$ cat src/rtl/sc_reader_pkg.sv
`timescale 1ns/1ps
package sc_reader_pkg;

    // Register addresses on the byte bus
    localparam logic [2:0] ADDR_STATUS  = 3'd0;
    localparam logic [2:0] ADDR_CONTROL = 3'd1;
    localparam logic [2:0] ADDR_CONFIG  = 3'd2;
    localparam logic [2:0] ADDR_DIVISOR = 3'd3;
    localparam logic [2:0] ADDR_ETU     = 3'd4;
    localparam logic [2:0] ADDR_DATA    = 3'd5;

    // Field positions that software decodes
    localparam int STAT_READY_BIT  = 0;
    localparam int STAT_PERR_BIT   = 1;
    localparam int STAT_EMPTY_BIT  = 2;
    localparam int CTRL_FLUSH_BIT  = 0;
    localparam int CFG_W           = 5;

    // Configuration word, bit 0 at the bottom of the packed struct
    typedef struct packed {
        logic [1:0] parity_mode;   // bits 4:3
        logic       trig_hold;     // bit 2
        logic       trig_rx;       // bit 1
        logic       trig_tx;       // bit 0
    } cfg_t;

    typedef enum logic {
        ETU_TAKE_HIGH,
        ETU_TAKE_LOW
    } etu_state_e;

    typedef enum logic {
        TRG_IDLE,
        TRG_HOLD
    } trg_state_e;

endpackage

$ cat src/rtl/sc_rx_fifo.sv
`timescale 1ns/1ps
module sc_rx_fifo #(
    parameter int WIDTH = 8,
    parameter int DEPTH = 16,
    localparam int AW = (DEPTH > 1) ? $clog2(DEPTH) : 1,
    localparam int CW = $clog2(DEPTH + 1)
) (
    input  logic             clk,
    input  logic             rst_n,
    input  logic             push,
    input  logic [WIDTH-1:0] din,
    input  logic             pop,
    input  logic             flush,
    output logic [WIDTH-1:0] dout,
    output logic             empty,
    output logic             full,
    output logic [CW-1:0]    level
);

    localparam logic [AW-1:0] LAST_SLOT = AW'(DEPTH - 1);
    localparam logic [CW-1:0] FULL_LVL  = CW'(DEPTH);

    logic [WIDTH-1:0] slots [DEPTH];
    logic [AW-1:0]    wr_ptr;
    logic [AW-1:0]    rd_ptr;
    logic             do_push;
    logic             do_pop;

    assign empty   = (level == '0);
    assign full    = (level == FULL_LVL);
    assign do_push = push && !full && !flush;
    assign do_pop  = pop && !empty && !flush;
    assign dout    = slots[rd_ptr];

    function automatic logic [AW-1:0] step(input logic [AW-1:0] p);
        return (p == LAST_SLOT) ? '0 : p + 1'b1;
    endfunction

    always_ff @(posedge clk) begin
        if (!rst_n) begin
            wr_ptr <= '0;
            rd_ptr <= '0;
            level  <= '0;
        end else if (flush) begin
            wr_ptr <= '0;
            rd_ptr <= '0;
            level  <= '0;
        end else begin
            if (do_push) wr_ptr <= step(wr_ptr);
            if (do_pop)  rd_ptr <= step(rd_ptr);
            level <= level + CW'(do_push) - CW'(do_pop);
        end
    end

    always_ff @(posedge clk) begin
        if (do_push) slots[wr_ptr] <= din;
    end

endmodule

$ cat src/rtl/sc_card_clk_div.sv
`timescale 1ns/1ps
module sc_card_clk_div #(
    parameter int DIV_W = 8
) (
    input  logic             clk,
    input  logic             rst_n,
    input  logic [DIV_W-1:0] div_value,
    input  logic             reload,
    output logic             card_clk
);

    logic [DIV_W-1:0] count;

    always_ff @(posedge clk) begin
        if (!rst_n) begin
            count    <= '0;
            card_clk <= 1'b0;
        end else if (reload) begin
            count <= '0;
        end else if (count == div_value) begin
            count    <= '0;
            card_clk <= ~card_clk;
        end else begin
            count <= count + 1'b1;
        end
    end

endmodule

$ cat src/rtl/sc_etu_loader.sv
`timescale 1ns/1ps
module sc_etu_loader
    import sc_reader_pkg::*;
#(
    parameter int ETU_W     = 11,
    parameter int BUS_W     = 8,
    parameter int ETU_RESET = 371,
    localparam int HI_W = ETU_W - BUS_W
) (
    input  logic             clk,
    input  logic             rst_n,
    input  logic             wr,
    input  logic [BUS_W-1:0] wdata,
    output logic [ETU_W-1:0] etu_value
);

    etu_state_e      state_q;
    etu_state_e      state_d;
    logic [HI_W-1:0] high_part;

    always_comb begin
        state_d = state_q;
        unique case (state_q)
            ETU_TAKE_HIGH: if (wr) state_d = ETU_TAKE_LOW;
            ETU_TAKE_LOW:  if (wr) state_d = ETU_TAKE_HIGH;
        endcase
    end

    always_ff @(posedge clk) begin
        if (!rst_n) state_q <= ETU_TAKE_HIGH;
        else        state_q <= state_d;
    end

    always_ff @(posedge clk) begin
        if (!rst_n) begin
            high_part <= '0;
            etu_value <= ETU_W'(ETU_RESET);
        end else if (wr) begin
            unique case (state_q)
                ETU_TAKE_HIGH: high_part <= wdata[HI_W-1:0];
                ETU_TAKE_LOW:  etu_value <= {high_part, wdata};
            endcase
        end
    end

endmodule

$ cat src/rtl/sc_trigger_unit.sv
`timescale 1ns/1ps
module sc_trigger_unit
    import sc_reader_pkg::*;
(
    input  logic clk,
    input  logic rst_n,
    input  logic en_tx_pulse,
    input  logic en_rx_pulse,
    input  logic en_hold,
    input  logic tx_done,
    input  logic rx_start,
    input  logic tx_begin,
    output logic trigger
);

    trg_state_e state_q;
    trg_state_e state_d;

    always_comb begin
        state_d = state_q;
        unique case (state_q)
            TRG_IDLE: begin
                if (en_hold && tx_done) state_d = TRG_HOLD;
            end
            TRG_HOLD: begin
                if (en_hold && tx_done)        state_d = TRG_HOLD;
                else if (rx_start || tx_begin) state_d = TRG_IDLE;
            end
        endcase
    end

    always_ff @(posedge clk) begin
        if (!rst_n) state_q <= TRG_IDLE;
        else        state_q <= state_d;
    end

    always_ff @(posedge clk) begin
        if (!rst_n) begin
            trigger <= 1'b0;
        end else begin
            trigger <= (tx_done && en_tx_pulse)
                     || (rx_start && en_rx_pulse)
                     || (state_d == TRG_HOLD);
        end
    end

endmodule

$ cat src/rtl/sc_reader_regs.sv
`timescale 1ns/1ps
module sc_reader_regs
    import sc_reader_pkg::*;
#(
    parameter int DIV_W      = 8,
    parameter int ETU_W      = 11,
    parameter int FIFO_DEPTH = 16,
    parameter int DIV_RESET  = 0,
    parameter int ETU_RESET  = 371,
    localparam int BUS_W = 8,
    localparam int LVL_W = $clog2(FIFO_DEPTH + 1)
) (
    input  logic             clk,
    input  logic             rst_n,
    input  logic [2:0]       bus_addr,
    input  logic             bus_wr,
    input  logic             bus_rd,
    input  logic [BUS_W-1:0] bus_wdata,
    output logic [BUS_W-1:0] bus_rdata,
    output logic             tx_start,
    output logic [BUS_W-1:0] tx_byte,
    input  logic             tx_ready,
    input  logic             tx_done,
    input  logic             rx_start,
    input  logic             rx_valid,
    input  logic [BUS_W-1:0] rx_byte,
    input  logic             rx_parity_err,
    output logic [1:0]       parity_mode,
    output logic [ETU_W-1:0] etu_value,
    output logic             card_clk,
    output logic             trigger
);

    // Write strobes per register
    logic wr_status, wr_control, wr_config, wr_divisor, wr_etu, wr_data;
    logic rd_data;

    assign wr_status  = bus_wr && (bus_addr == ADDR_STATUS);
    assign wr_control = bus_wr && (bus_addr == ADDR_CONTROL);
    assign wr_config  = bus_wr && (bus_addr == ADDR_CONFIG);
    assign wr_divisor = bus_wr && (bus_addr == ADDR_DIVISOR);
    assign wr_etu     = bus_wr && (bus_addr == ADDR_ETU);
    assign wr_data    = bus_wr && (bus_addr == ADDR_DATA);
    assign rd_data    = bus_rd && (bus_addr == ADDR_DATA);

    // Configuration and divisor registers
    cfg_t             cfg_q;
    logic [DIV_W-1:0] divisor_q;

    always_ff @(posedge clk) begin
        if (!rst_n) begin
            cfg_q     <= '0;
            divisor_q <= DIV_W'(DIV_RESET);
        end else begin
            if (wr_config)  cfg_q     <= cfg_t'(bus_wdata[CFG_W-1:0]);
            if (wr_divisor) divisor_q <= bus_wdata[DIV_W-1:0];
        end
    end

    assign parity_mode = cfg_q.parity_mode;

    // Parity error flag: set by the transceiver, cleared by writing zero
    logic parity_flag;

    always_ff @(posedge clk) begin
        if (!rst_n) begin
            parity_flag <= 1'b0;
        end else if (rx_valid && rx_parity_err) begin
            parity_flag <= 1'b1;
        end else if (wr_status && !bus_wdata[STAT_PERR_BIT]) begin
            parity_flag <= 1'b0;
        end
    end

    // Receive queue
    logic [BUS_W-1:0] fifo_dout;
    logic             fifo_empty;
    logic             fifo_full;
    logic [LVL_W-1:0] fifo_level;
    logic             fifo_flush;

    assign fifo_flush = wr_control && bus_wdata[CTRL_FLUSH_BIT];

    sc_rx_fifo #(
        .WIDTH (BUS_W),
        .DEPTH (FIFO_DEPTH)
    ) u_rx_fifo (
        .clk   (clk),
        .rst_n (rst_n),
        .push  (rx_valid),
        .din   (rx_byte),
        .pop   (rd_data),
        .flush (fifo_flush),
        .dout  (fifo_dout),
        .empty (fifo_empty),
        .full  (fifo_full),
        .level (fifo_level)
    );

    // Read path: registered, last popped byte kept for empty reads
    logic [BUS_W-1:0] last_popped;
    logic [BUS_W-1:0] status_byte;

    always_comb begin
        status_byte                 = '0;
        status_byte[STAT_READY_BIT] = tx_ready;
        status_byte[STAT_PERR_BIT]  = parity_flag;
        status_byte[STAT_EMPTY_BIT] = fifo_empty;
    end

    always_ff @(posedge clk) begin
        if (!rst_n) begin
            bus_rdata   <= '0;
            last_popped <= '0;
        end else if (bus_rd) begin
            case (bus_addr)
                ADDR_STATUS: bus_rdata <= status_byte;
                ADDR_DATA: begin
                    if (fifo_empty) begin
                        bus_rdata <= last_popped;
                    end else begin
                        bus_rdata   <= fifo_dout;
                        last_popped <= fifo_dout;
                    end
                end
                default: bus_rdata <= '0;
            endcase
        end
    end

    // Transmit launch
    always_ff @(posedge clk) begin
        if (!rst_n) begin
            tx_start <= 1'b0;
            tx_byte  <= '0;
        end else begin
            tx_start <= wr_data;
            if (wr_data) tx_byte <= bus_wdata;
        end
    end

    sc_card_clk_div #(
        .DIV_W (DIV_W)
    ) u_clk_div (
        .clk       (clk),
        .rst_n     (rst_n),
        .div_value (divisor_q),
        .reload    (wr_divisor),
        .card_clk  (card_clk)
    );

    sc_etu_loader #(
        .ETU_W     (ETU_W),
        .BUS_W     (BUS_W),
        .ETU_RESET (ETU_RESET)
    ) u_etu (
        .clk       (clk),
        .rst_n     (rst_n),
        .wr        (wr_etu),
        .wdata     (bus_wdata),
        .etu_value (etu_value)
    );

    sc_trigger_unit u_trigger (
        .clk         (clk),
        .rst_n       (rst_n),
        .en_tx_pulse (cfg_q.trig_tx),
        .en_rx_pulse (cfg_q.trig_rx),
        .en_hold     (cfg_q.trig_hold),
        .tx_done     (tx_done),
        .rx_start    (rx_start),
        .tx_begin    (tx_start),
        .trigger     (trigger)
    );

    logic unused_full;
    assign unused_full = fifo_full;

endmodule

$ cat config.mk
export PLATFORM = sky130hd
export DESIGN_NAME = sc_reader_regs
export DESIGN_NICKNAME = d
export VERILOG_FILES = /design/src/rtl/sc_reader_pkg.sv /design/src/rtl/sc_rx_fifo.sv /design/src/rtl/sc_card_clk_div.sv /design/src/rtl/sc_etu_loader.sv /design/src/rtl/sc_trigger_unit.sv /design/src/rtl/sc_reader_regs.sv
export SDC_FILE = /design/constraint.sdc
export NUM_CORES = 1
export LEC_CHECK = 0
export BUFFER_PORTS_ARGS = -buffer_cell sky130_fd_sc_hd__buf_2
export CAP_MARGIN = 20
export CORE_ASPECT_RATIO = 1.5
export CORE_MARGIN = 2
export CORE_UTILIZATION = 45
export CTS_BUF_LIST = sky130_fd_sc_hd__clkbuf_8
export DETAILED_ROUTE_END_ITERATION = 12
export GPL_ROUTABILITY_DRIVEN = 0
export PLACE_DENSITY = 0.66
export RECOVER_POWER = 100
export SYNTH_ARGS = -nofsm -noshare
export SYNTH_HDL_FRONTEND = slang
export SYNTH_SLANG_ARGS = --single-unit
export TNS_END_PERCENT = 30
$ cat constraint.sdc
create_clock -name clk -period 8.55 [get_ports clk]
set_input_delay 1.71 -clock clk [delete_from_list [all_inputs] [get_ports clk]]
set_output_delay 1.71 -clock clk [all_outputs]
set_load 0.05 [all_outputs]
## Yosys cells after proc, flatten, opt, wreduce, memory -nomap -nowiden

Memory sizes are Yosys's and may differ from the RTL's. A register that Yosys moved wholly into a read port is not among the register bits.
Index checks and enable logic that the tools add are counted.

| storage, ports and cells | value |
|---|---|
| register bits after elaboration | 78 |
| bits in latches | 0 |
| memory bits (writable) | 128 |
| ROM bits | 0 |
| bits of input ports | 28 |
| output and inout bits | 32 |
| word-level logic and storage cells | 90 |
| memories | 1 |

| operators by class | value |
|---|---|
| $add $sub $neg | 5 |
| $mul | 0 |
| div/mod/pow operators | 0 |
| magnitude comparators | 0 |
| eq/ne operators | 9 |
| shift operators | 0 |
| muxes and demuxes | 17 |
| bitwise operators | 5 |
| reduce and logical (&&, ||, !) cells | 33 |

Memory list:

| name | words | width | read ports | clocked after memory_dff | wr ports | RTL line | RTL |
|---|---|---|---|---|---|---|---|
| u_rx_fifo.slots | 16 | 8 | 1 | 1 | 1 | sc_rx_fifo.sv:23 | `logic [WIDTH-1:0] slots [DEPTH];` |

Operator list:

| kind | count |
|---|---|
| $logic_and 1x1->1 | 17 |
| $mux 4 | 4 |
| $pmux 8 s2 | 1 |
| $mux 1 | 9 |
| $add 4x1->4 const B | 2 |
| $add 8x1->8 const B | 1 |
| $eq 4x4->1 const B | 2 |
| $eq 8x8->1 | 1 |
| $mux 8 | 1 |
| $reduce_and 2->1 | 4 |
| $eq 3x2->1 const B | 2 |
| $eq 3x3->1 const B | 2 |
| $add 5x1->5 | 1 |
| $eq 5x5->1 const B | 1 |
| $logic_not 5->1 | 1 |
| $not 1->1 | 5 |
| $sub 5x1->5 | 1 |
| $logic_not 1->1 | 4 |
| $pmux 1 s2 | 2 |
| $eq 3x1->1 const B | 1 |
| $logic_not 3->1 | 1 |
| $logic_or 1x1->1 | 3 |
| $reduce_or 3->1 | 1 |
| $reduce_bool 2->1 | 1 |
| $reduce_or 2->1 | 1 |

## Depth between registers and ports, before layout

Gate-level depths: netlist (run 1).

| depth | value |
|---|---|
| depth after elaboration | 7 |
| gate-level depth with buffers | 14 |
| mapped depth without buffers | 12 |

## Modules after synthesis

Synthesis (run 1) repeated with hierarchy kept, for this count alone.

| second synthesis, totals | value |
|---|---|
| cells, all modules | 593 |
| area total of the unflattened synthesis | 8,589.5 um^2 |

Modules (own cells, without submodules):

| module | instances | cells an instance | area each (um^2) |
|---|---|---|---|
| sc_rx_fifo | 1 | 309 | 5,853.1 |
| sc_reader_regs | 1 | 180 | 1,662.8 |
| sc_etu_loader | 1 | 49 | 564.3 |
| sc_card_clk_div | 1 | 47 | 434.2 |
| sc_trigger_unit | 1 | 8 | 75.1 |

## Least setup slack after synthesis (run 1)

OpenSTA, ideal clock, no wires.

| timing | value |
|---|---|
| path type | input to register |
| from | input bus_rd |
| to | register u_rx_fifo.level[4] |
| setup time | 0.071 ns |
| data arrival time | 3.760 ns |
| required time | 8.479 ns |
| slack | 4.719 ns |
| stages | 12 |
| buffers on the path | 2 |
| cells stage by stage | buf_2 -> and4b_1 -> and2_1 -> buf_2 -> nand2b_1 -> nand2_1 -> ha_1 -> fa_1 -> a21oi_1 -> nor2_1 -> or3_1 -> a21oi_1 |

| on the way | value |
|---|---|
| cells in the longest elaborated chain, start to end | 4 |

RTL lines:

| element | RTL line | RTL |
|---|---|---|
| start, declared | sc_reader_regs.sv:17 | `input logic bus_rd,` |
| $logic_and 1x1->1 | sc_reader_regs.sv:44 | `assign rd_data = bus_rd && (bus_addr == ADDR_DATA);` |
| $logic_and 1x1->1 (2 in a row) | sc_rx_fifo.sv:32 | `assign do_pop = pop && !empty && !flush;` |
| $sub 5x1->5 | sc_rx_fifo.sv:51 | `level <= level + CW'(do_push) - CW'(do_pop);` |
| end signal, assigned | sc_rx_fifo.sv:51 |  |
| end, declared | sc_rx_fifo.sv:17 | `output logic [CW-1:0] level` |

Every way passes these cells.
A chain may end at the register's enable or synchronous reset.

## Worst setup path after layout (run 1)

| timing | value |
|---|---|
| from | input bus_addr[0] |
| to | memory u_rx_fifo.slots[2][7] (enable) |

| on the way | value |
|---|---|
| cells in the longest elaborated chain, start to end | 7 |

RTL lines:

| element | RTL line | RTL |
|---|---|---|
| start, declared | sc_reader_regs.sv:15 | `input logic [2:0] bus_addr,` |
| $eq 3x1->1 | sc_reader_regs.sv:39 | `assign wr_control = bus_wr && (bus_addr == ADDR_CONTROL);` |
| $logic_and 1x1->1 | sc_reader_regs.sv:39 |  |
| $logic_and 1x1->1 | sc_reader_regs.sv:82 | `assign fifo_flush = wr_control && bus_wdata[CTRL_FLUSH_BIT];` |
| $logic_not 1->1 | sc_rx_fifo.sv:31 | `assign do_push = push && !full && !flush;` |
| $logic_and 1x1->1 | sc_rx_fifo.sv:31 |  |
| named net u_rx_fifo.do_push | sc_rx_fifo.sv:26 | `logic do_push;` |
| $mux 1 | sc_rx_fifo.sv:56 | `if (do_push) slots[wr_ptr] <= din;` |
| $mux 1 (implied by the code) | sc_rx_fifo.sv:56 |  |
| end, declared | sc_rx_fifo.sv:23 |  |

The timed path passes the listed nets, and every way through them passes these cells.

==> summary.txt, run 1 <==
Worst-path clk slew = 0.07 ns
pin count of the biggest net entering global routing = 39
Synth Register Bits = 210
first-pass GRT wire length = 26.08 mm
Tot GR Track Use = 17.29%
Starting Density = 45.84%
count of final hold-check violations = 0
Cells after Synth = 577
VDD IR max = 152.7 µV
# rows = 60
worst-case hold path end point = tx_byte[2]$_SDFFE_PN0P_
fin cells = 886
TritonCTS clock tree = built
Storage cell area = 0.005487 mm²
RSZ-0062 raised after global routing = no
clock skew = 0.01926 ns
1st-pass router iterations = 6
clk_lat worst skew = 0.55 ns
cells resized by post-CTS repair = 0
CTS H-Tree Depth = 1
Synth Cell Area = 0.008224 mm²
WL final = 16.65 mm
fraction of registers with async set/reset = 0%
Clock Tree Root = clkbuf_8
commonest cells after routing, fill and taps aside = edfxtp_1, dfxtp_1, nand2_1
Switching Power = 0.5069 mW
CTS Hold Bufs = 0
Overflow after GRT = 0
Worst Path Max Fanout = 8
Chip Height = 169.6 µm
Area growth syn-to-layout = 13.05%
Slew headroom = 21.93%
Comb pwr share = 9.6%
Hold Path Class = flop to flop
Seq/Total Area, Yosys = 66.70%
number of global-route vias before repair = 5089
largest area contributor in the netlist = edfxtp_1
Multi-input gate area = 0.002561 mm²
ant diodes = 0
Int Pwr = 1.679 mW
total CTS buffers = 30
post-route setup slack = 4.496 ns
clock period minus worst slack = 4.054 ns
commonest non-fill, non-tap cell in the layout = edfxtp_1
flop2flop setup slack = 5.31 ns
# port buffers = 59
clk sink count = 210
Register-to-Register Path Depth = 12
fin nets = 688
post-DP HPWL = 11.76 mm
min-delay src = tx_byte[2]$_SDFFE_PN0P_
outcome = finished clean
CP Capture Type = flop
WL/cell = 18.79 µm
DR iter-0 viols = 223
max-slew violations = 0
initial antenna violation count = 0
startpoint types = input pin
worst-margin pin slew = 1.171 ns
Max-Cap Viols = 0
share of cells above drive strength 1 = 14.80%
DRC Markers = 0
post-place setup slack = 4.361 ns
synth top area cells = edfxtp_1, dfxtp_1, mux4_2
Die Area = 0.01940 mm²
Die X-Extent = 114.4 µm
post-route ant nets = 0
Clock Power Share = 38.7%
yosys warns = 0
I/O pin count = 60
Data required, critical path = 8.71 ns
prevailing post-synth register cell = edfxtp_1
Layout fillers = 1548
part of the cycle the worst path needs = 47.41%
Reg-to-Reg End = u_rx_fifo.level[4]$_SDFF_PP0_
setup_tns = 0 ns
Final Setup Violations = 0
WHS Path Cells = 2
Yosys cell types = 45
Worst Setup SP = bus_addr[0]
EDFF count, synth = 128
Crit Path Category = input pin to flop
post-CTS setup buffers = 0
Placed Cells = 827
Area after DPL = 0.008668 mm²
Critical R2R Launch = u_rx_fifo.level[3]$_SDFF_PP0_
Power Density = 235.1 mW/mm²
number of vias per cell = 5.489
Critical Path AT = 4.21 ns
CTS max path bufs = 3
Max Freq = 246.7 MHz
Avg Cell Area, Syn = 14.25 µm²
vias after detailed routing = 4863
sequential share of power = 51.7%
Yosys top cell area share = 46.74%
Lkg Pwr = 3.097 nW
syn_nets = 619
switching share of power = 23.19%
post-route cell area = 0.009298 mm²
CORE AREA = 0.01794 mm²
==> logic make-up after synthesis <==
| kind of cell | count (synthesis) | synth area share, % |
|---|---|---|
| mux | 53 | 11.32 |
| buf+inv | 38 | 2.099 |
| fa+ha+maj | 14 | 2.221 |
| xor+xnor | 19 | 2.023 |
| simple gates | 162 | 8.794 |
| compound gates | 81 | 6.846 |
| flops | 210 | 66.70 |
==> power by group through the flow <==
stage                     clock (mW)  sequential [mW]  combinational [mW]
after floorplan                    0             1.16               0.146
after global placement             0             1.15               0.202
after detailed placement           0             1.15               0.207
after CTS                      0.863             1.13               0.209
after global routing           0.908             1.13               0.235
final                          0.847             1.13               0.210
==> per-layer routing <==
layer | track usage, % | wire, µm | up-vias
met2 | 32.78 | 8954 | 128
li1 | - | - | 2313
met1 | 19.18 | 6464 | 2383
met3 | 2.571 | 715 | 39
met5 | 0 | 0 | -
met4 | 6.469 | 515 | 0
==> worst max-delay path by stage <==
stage,endpoint,slack [ns]
after floorplan,u_rx_fifo.level[4]$_SDFF_PP0_,4.72
after global placement,u_rx_fifo.slots[0][0]$_DFFE_PP_,4.45
after detailed placement,u_rx_fifo.slots[0][2]$_DFFE_PP_,4.36
after CTS,u_rx_fifo.slots[0][5]$_DFFE_PP_,4.91
after global routing,bus_rdata[7]$_SDFFE_PN0P_,4.34
final,u_rx_fifo.slots[2][7]$_DFFE_PP_,4.50
==> worst max-delay path: stages <==
cell and delay [ns]:
clkbuf_1 0.14, and3b_1 0.23, a211oi_1 0.96, nand2_1 0.29, nor3_1 0.88
==> registers in the layout, indices dropped and copies added (netlist names), 5 cells and up, named ones only <==
register,flops
u_clk_div.count,8
tx_byte,8
bus_rdata,8
divisor_q,8
u_rx_fifo.level,5
u_etu.etu_value,11
last_popped,8
u_rx_fifo.slots,128
==> cells in the mapped netlist (all sizes together) (3+ instances only) <==
cell type,instances
edfxtp,128
dfxtp,82
nand2,63
nor2,51
a21oi,33
mux4,32
mux2i,21
a22oi,19
buf,16
ha,13
clkbuf,11
inv,11
nand3,11
nor3,11
xnor2,11
a221o,8
xor2,8
and3,6
a31o,5
nor2b,4
nand2b,3
o2bb2ai,3
==> through the flow <==
step	hold WS [ns]	util [%]	total power, mW
after floorplan	0.4449	-	1.303
after global placement	0.4407	48.31	1.354
after detailed placement	0.4441	48.31	1.362
after CTS	0.4533	51.97	2.205
after global routing	0.4707	51.82	2.275
final	0.4557	51.82	2.186
==> cell type report <==
cell class	instances	share of cell area [%]
Sequential cell	210	59.01
Multi-Input combinational cell	329	27.55
Clock buffer	31	4.589
Timing Repair Buffer	64	3.028
Tap cell	217	2.920
Clock inverter	24	2.463
Inverter	11	0.4441
Note: power is estimated with default switching activity, not from simulation.
==> run 2, diff against run 1 <==
- clock period: 8.55 -> 3.85 ns (I/O delays scaled with it)
==> run 2 against run 1 <==
Effect of this change:
- the run now ends with max-capacitance violations, max-slew violations left
- final area fell by 1.7%
- die area unchanged
- critical path depth is 7 higher
- power up 110%
- sequential power is 120% higher
- routed wire length decreased by 0.44%
- largest cell class unchanged
- worst setup slack lost 3.9 ns
- clock skew fell by 0.0059 ns
- register-to-register slack got worse by 4.7 ns
- first-iteration DRC count grew 57%
- count of clock-buffer cells in the layout fell by 2
==> summary.txt, run 2 (synthesis gave the netlist of run 1 again) <==
outcome = finished, violations left (was finished clean)
failing checks = max-capacitance violations, max-slew violations
Placed Cells = 833 (was 827)
Tot GR Track Use = 17.25% (was 17.29%)
Crit Path Category = flop to flop (was input pin to flop)
TritonCTS clock tree = built (unchanged)
overall power = 4.492 mW (was 2.186 mW)
clock period minus worst slack = 3.247 ns
DRC Markers = 0 (unchanged)
clk_lat worst skew = 0.54 ns (was 0.55 ns)
biggest regs = u_rx_fifo.slots (128), u_etu.etu_value (11) (unchanged)
commonest cells after routing, fill and taps aside = edfxtp_1, dfxtp_1, nand2_1 (unchanged)
Chip Height = 169.6 µm (unchanged)
first-pass GRT wire length = 26.15 mm (was 26.08 mm)
RSZ-0062 raised after global routing = no (unchanged)
WHS Path Cells = 2 (unchanged)
Die X-Extent = 114.4 µm (unchanged)
WL/cell = 18.77 µm (was 18.79 µm)
fin cells = 883 (was 886)
DR iter-0 viols = 351 (was 223)
CTS Hold Bufs = 0 (unchanged)
# rows = 60 (unchanged)
Comb pwr share = 10.5% (was 9.6%)
CP Capture Type = flop (unchanged)
Area growth syn-to-layout = 11.15% (was 13.05%)
part of the cycle the worst path needs = 84.33%
Largest register FFs = 128 (unchanged)
Worst Path Max Fanout = 9 (was 8)
clk sink count = 210 (unchanged)
Power Density = 491.4 mW/mm² (was 235.1 mW/mm²)
Max-Cap Viols = 1 (was 0)
CTS H-Tree Depth = 1 (unchanged)
Lkg Pwr = 3.052 nW (was 3.097 nW)
critical-path cell list = inv_1 -> ha_1 -> or4b_1 -> and2_0 -> nand2b_1 -> nand2_1 -> ha_1 -> fa_1 -> a21oi_1 -> nor2_1 -> or3_1 -> a21oi_1 (was clkbuf_1 -> and3b_1 -> a211oi_1 -> nand2_1 -> nor3_1)
total CTS buffers = 29 (was 30)
setup_tns = 0 ns (unchanged)
startpoint types = flop (was input pin)
commonest non-fill, non-tap cell in the layout = edfxtp_1 (unchanged)
worst-margin pin slew = 1.646 ns (was 1.171 ns)
Starting Density = 45.84% (unchanged)
Slew headroom = -9.710% (was 21.93%)
# port buffers = 59 (unchanged)
post-DP HPWL = 11.69 mm (was 11.76 mm)
CP max stage delay = 0.60 ns (was 0.96 ns)
Worst-path clk slew = 0.07 ns (about the same)
I/O pin count = 60 (unchanged)
max-slew violations = 39 (was 0)
flop2flop setup slack = 0.60 ns (was 5.31 ns)
Data required, critical path = 4.31 ns (was 8.71 ns)
Critical Path AT = 3.70 ns (was 4.21 ns)
post-place setup slack = 0.7313 ns (was 4.361 ns)
ant diodes = 0 (unchanged)
Area after DPL = 0.008713 mm² (was 0.008668 mm²)
count of final hold-check violations = 0 (unchanged)
Register-to-Register Path Depth = 12 (unchanged)
CP max stage cell = or4b_1 (was a211oi_1)
CORE AREA = 0.01794 mm² (unchanged)
post-CTS setup buffers = 0 (unchanged)
Clock Tree Root = clkbuf_8 (unchanged)
number of global-route vias before repair = 5080 (was 5089)
Overflow after GRT = 0 (unchanged)
switching share of power = 24.24% (was 23.19%)
Int Pwr = 3.403 mW (was 1.679 mW)
vias after detailed routing = 4851 (was 4863)
CTS max path bufs = 3 (unchanged)
pin count of the biggest net entering global routing = 39 (unchanged)
fin nets = 689 (was 688)
share of cells above drive strength 1 = 13.06% (was 14.80%)
post-route cell area = 0.009141 mm² (was 0.009298 mm²)
Max Freq = 308.0 MHz
post-route setup slack = 0.6033 ns (was 4.496 ns)
Die Area = 0.01940 mm² (unchanged)
cells resized by post-CTS repair = 0 (unchanged)
Final Setup Violations = 0 (unchanged)
WL final = 16.58 mm (was 16.65 mm)
VDD IR max = 298.1 µV (was 152.7 µV)
Switching Power = 1.089 mW (was 0.5069 mW)
1st-pass router iterations = 5 (was 6)
Clock Power Share = 33.7% (was 38.7%)
sequential share of power = 55.8% (was 51.7%)
post-route ant nets = 0 (unchanged)
number of vias per cell = 5.494 (was 5.489)
Hold Path Class = flop to flop (unchanged)
clock skew = 0.01334 ns (was 0.01926 ns)
Biggest register = u_rx_fifo.slots (unchanged)
initial antenna violation count = 0 (unchanged)
run 2: power groups by stage:
stage	logic [mW]	registers (mW)	clock network [mW]
after detailed placement	0.482	2.55	0
after global placement	0.463	2.55	0
after floorplan	0.323	2.57	0
final	0.472	2.51	1.51
after CTS	0.485	2.50	1.56
after global routing	0.527	2.51	1.65
run 2: per-stage QoR:
step / util [%] / hold WS (ns)
after floorplan: - / 0.4449
final: 50.95 / 0.4534
after global routing: 50.95 / 0.4720
after detailed placement: 48.56 / 0.4458
after CTS: 51.39 / 0.4538
after global placement: 48.56 / 0.4422
run 2: final cells by class:
type / count / area [µm²]
Clock inverter: 21 / 108.9
Timing Repair Buffer: 66 / 274.0
Multi-Input combinational cell: 329 / 2561
Sequential cell: 210 / 5485
Fill cell: 1547 / 8801
Tap cell: 217 / 271.5
Inverter: 11 / 41.29
Clock buffer: 29 / 399.1
run 2: final timing paths:
path,to,startpoint
setup / recovery,u_rx_fifo.level[4]$_SDFF_PP0_,u_rx_fifo.level[2]$_SDFF_PP0_
hold / removal,tx_byte[3]$_SDFFE_PN0P_,tx_byte[3]$_SDFFE_PN0P_
setup reg to reg,u_rx_fifo.level[4]$_SDFF_PP0_,u_rx_fifo.level[2]$_SDFF_PP0_
hold reg to reg,tx_byte[3]$_SDFFE_PN0P_,tx_byte[3]$_SDFFE_PN0P_
run 2: routing by layer:
metal | global-route usage (%) | vias up | routed length [µm]
met5 | 0 | - | 0
met4 | 7.370 | 0 | 527
met3 | 2.536 | 38 | 749
met2 | 32.34 | 139 | 8911
met1 | 19.08 | 2369 | 6387
li1 | - | 2305 | -
run 2: worst max-delay path, delay by kind of cell (launching register included):
| kind | cells | cell delay, ns |
|---|---|---|
| buffers and inverters | 1 | 0.08 |
| AO/OA/AOI/OAI | 2 | 0.29 |
| flip-flops | 1 | 0.33 |
| adder cells (fa/ha/maj) | 3 | 0.76 |
| AND/OR/NAND/NOR | 6 | 1.69 |
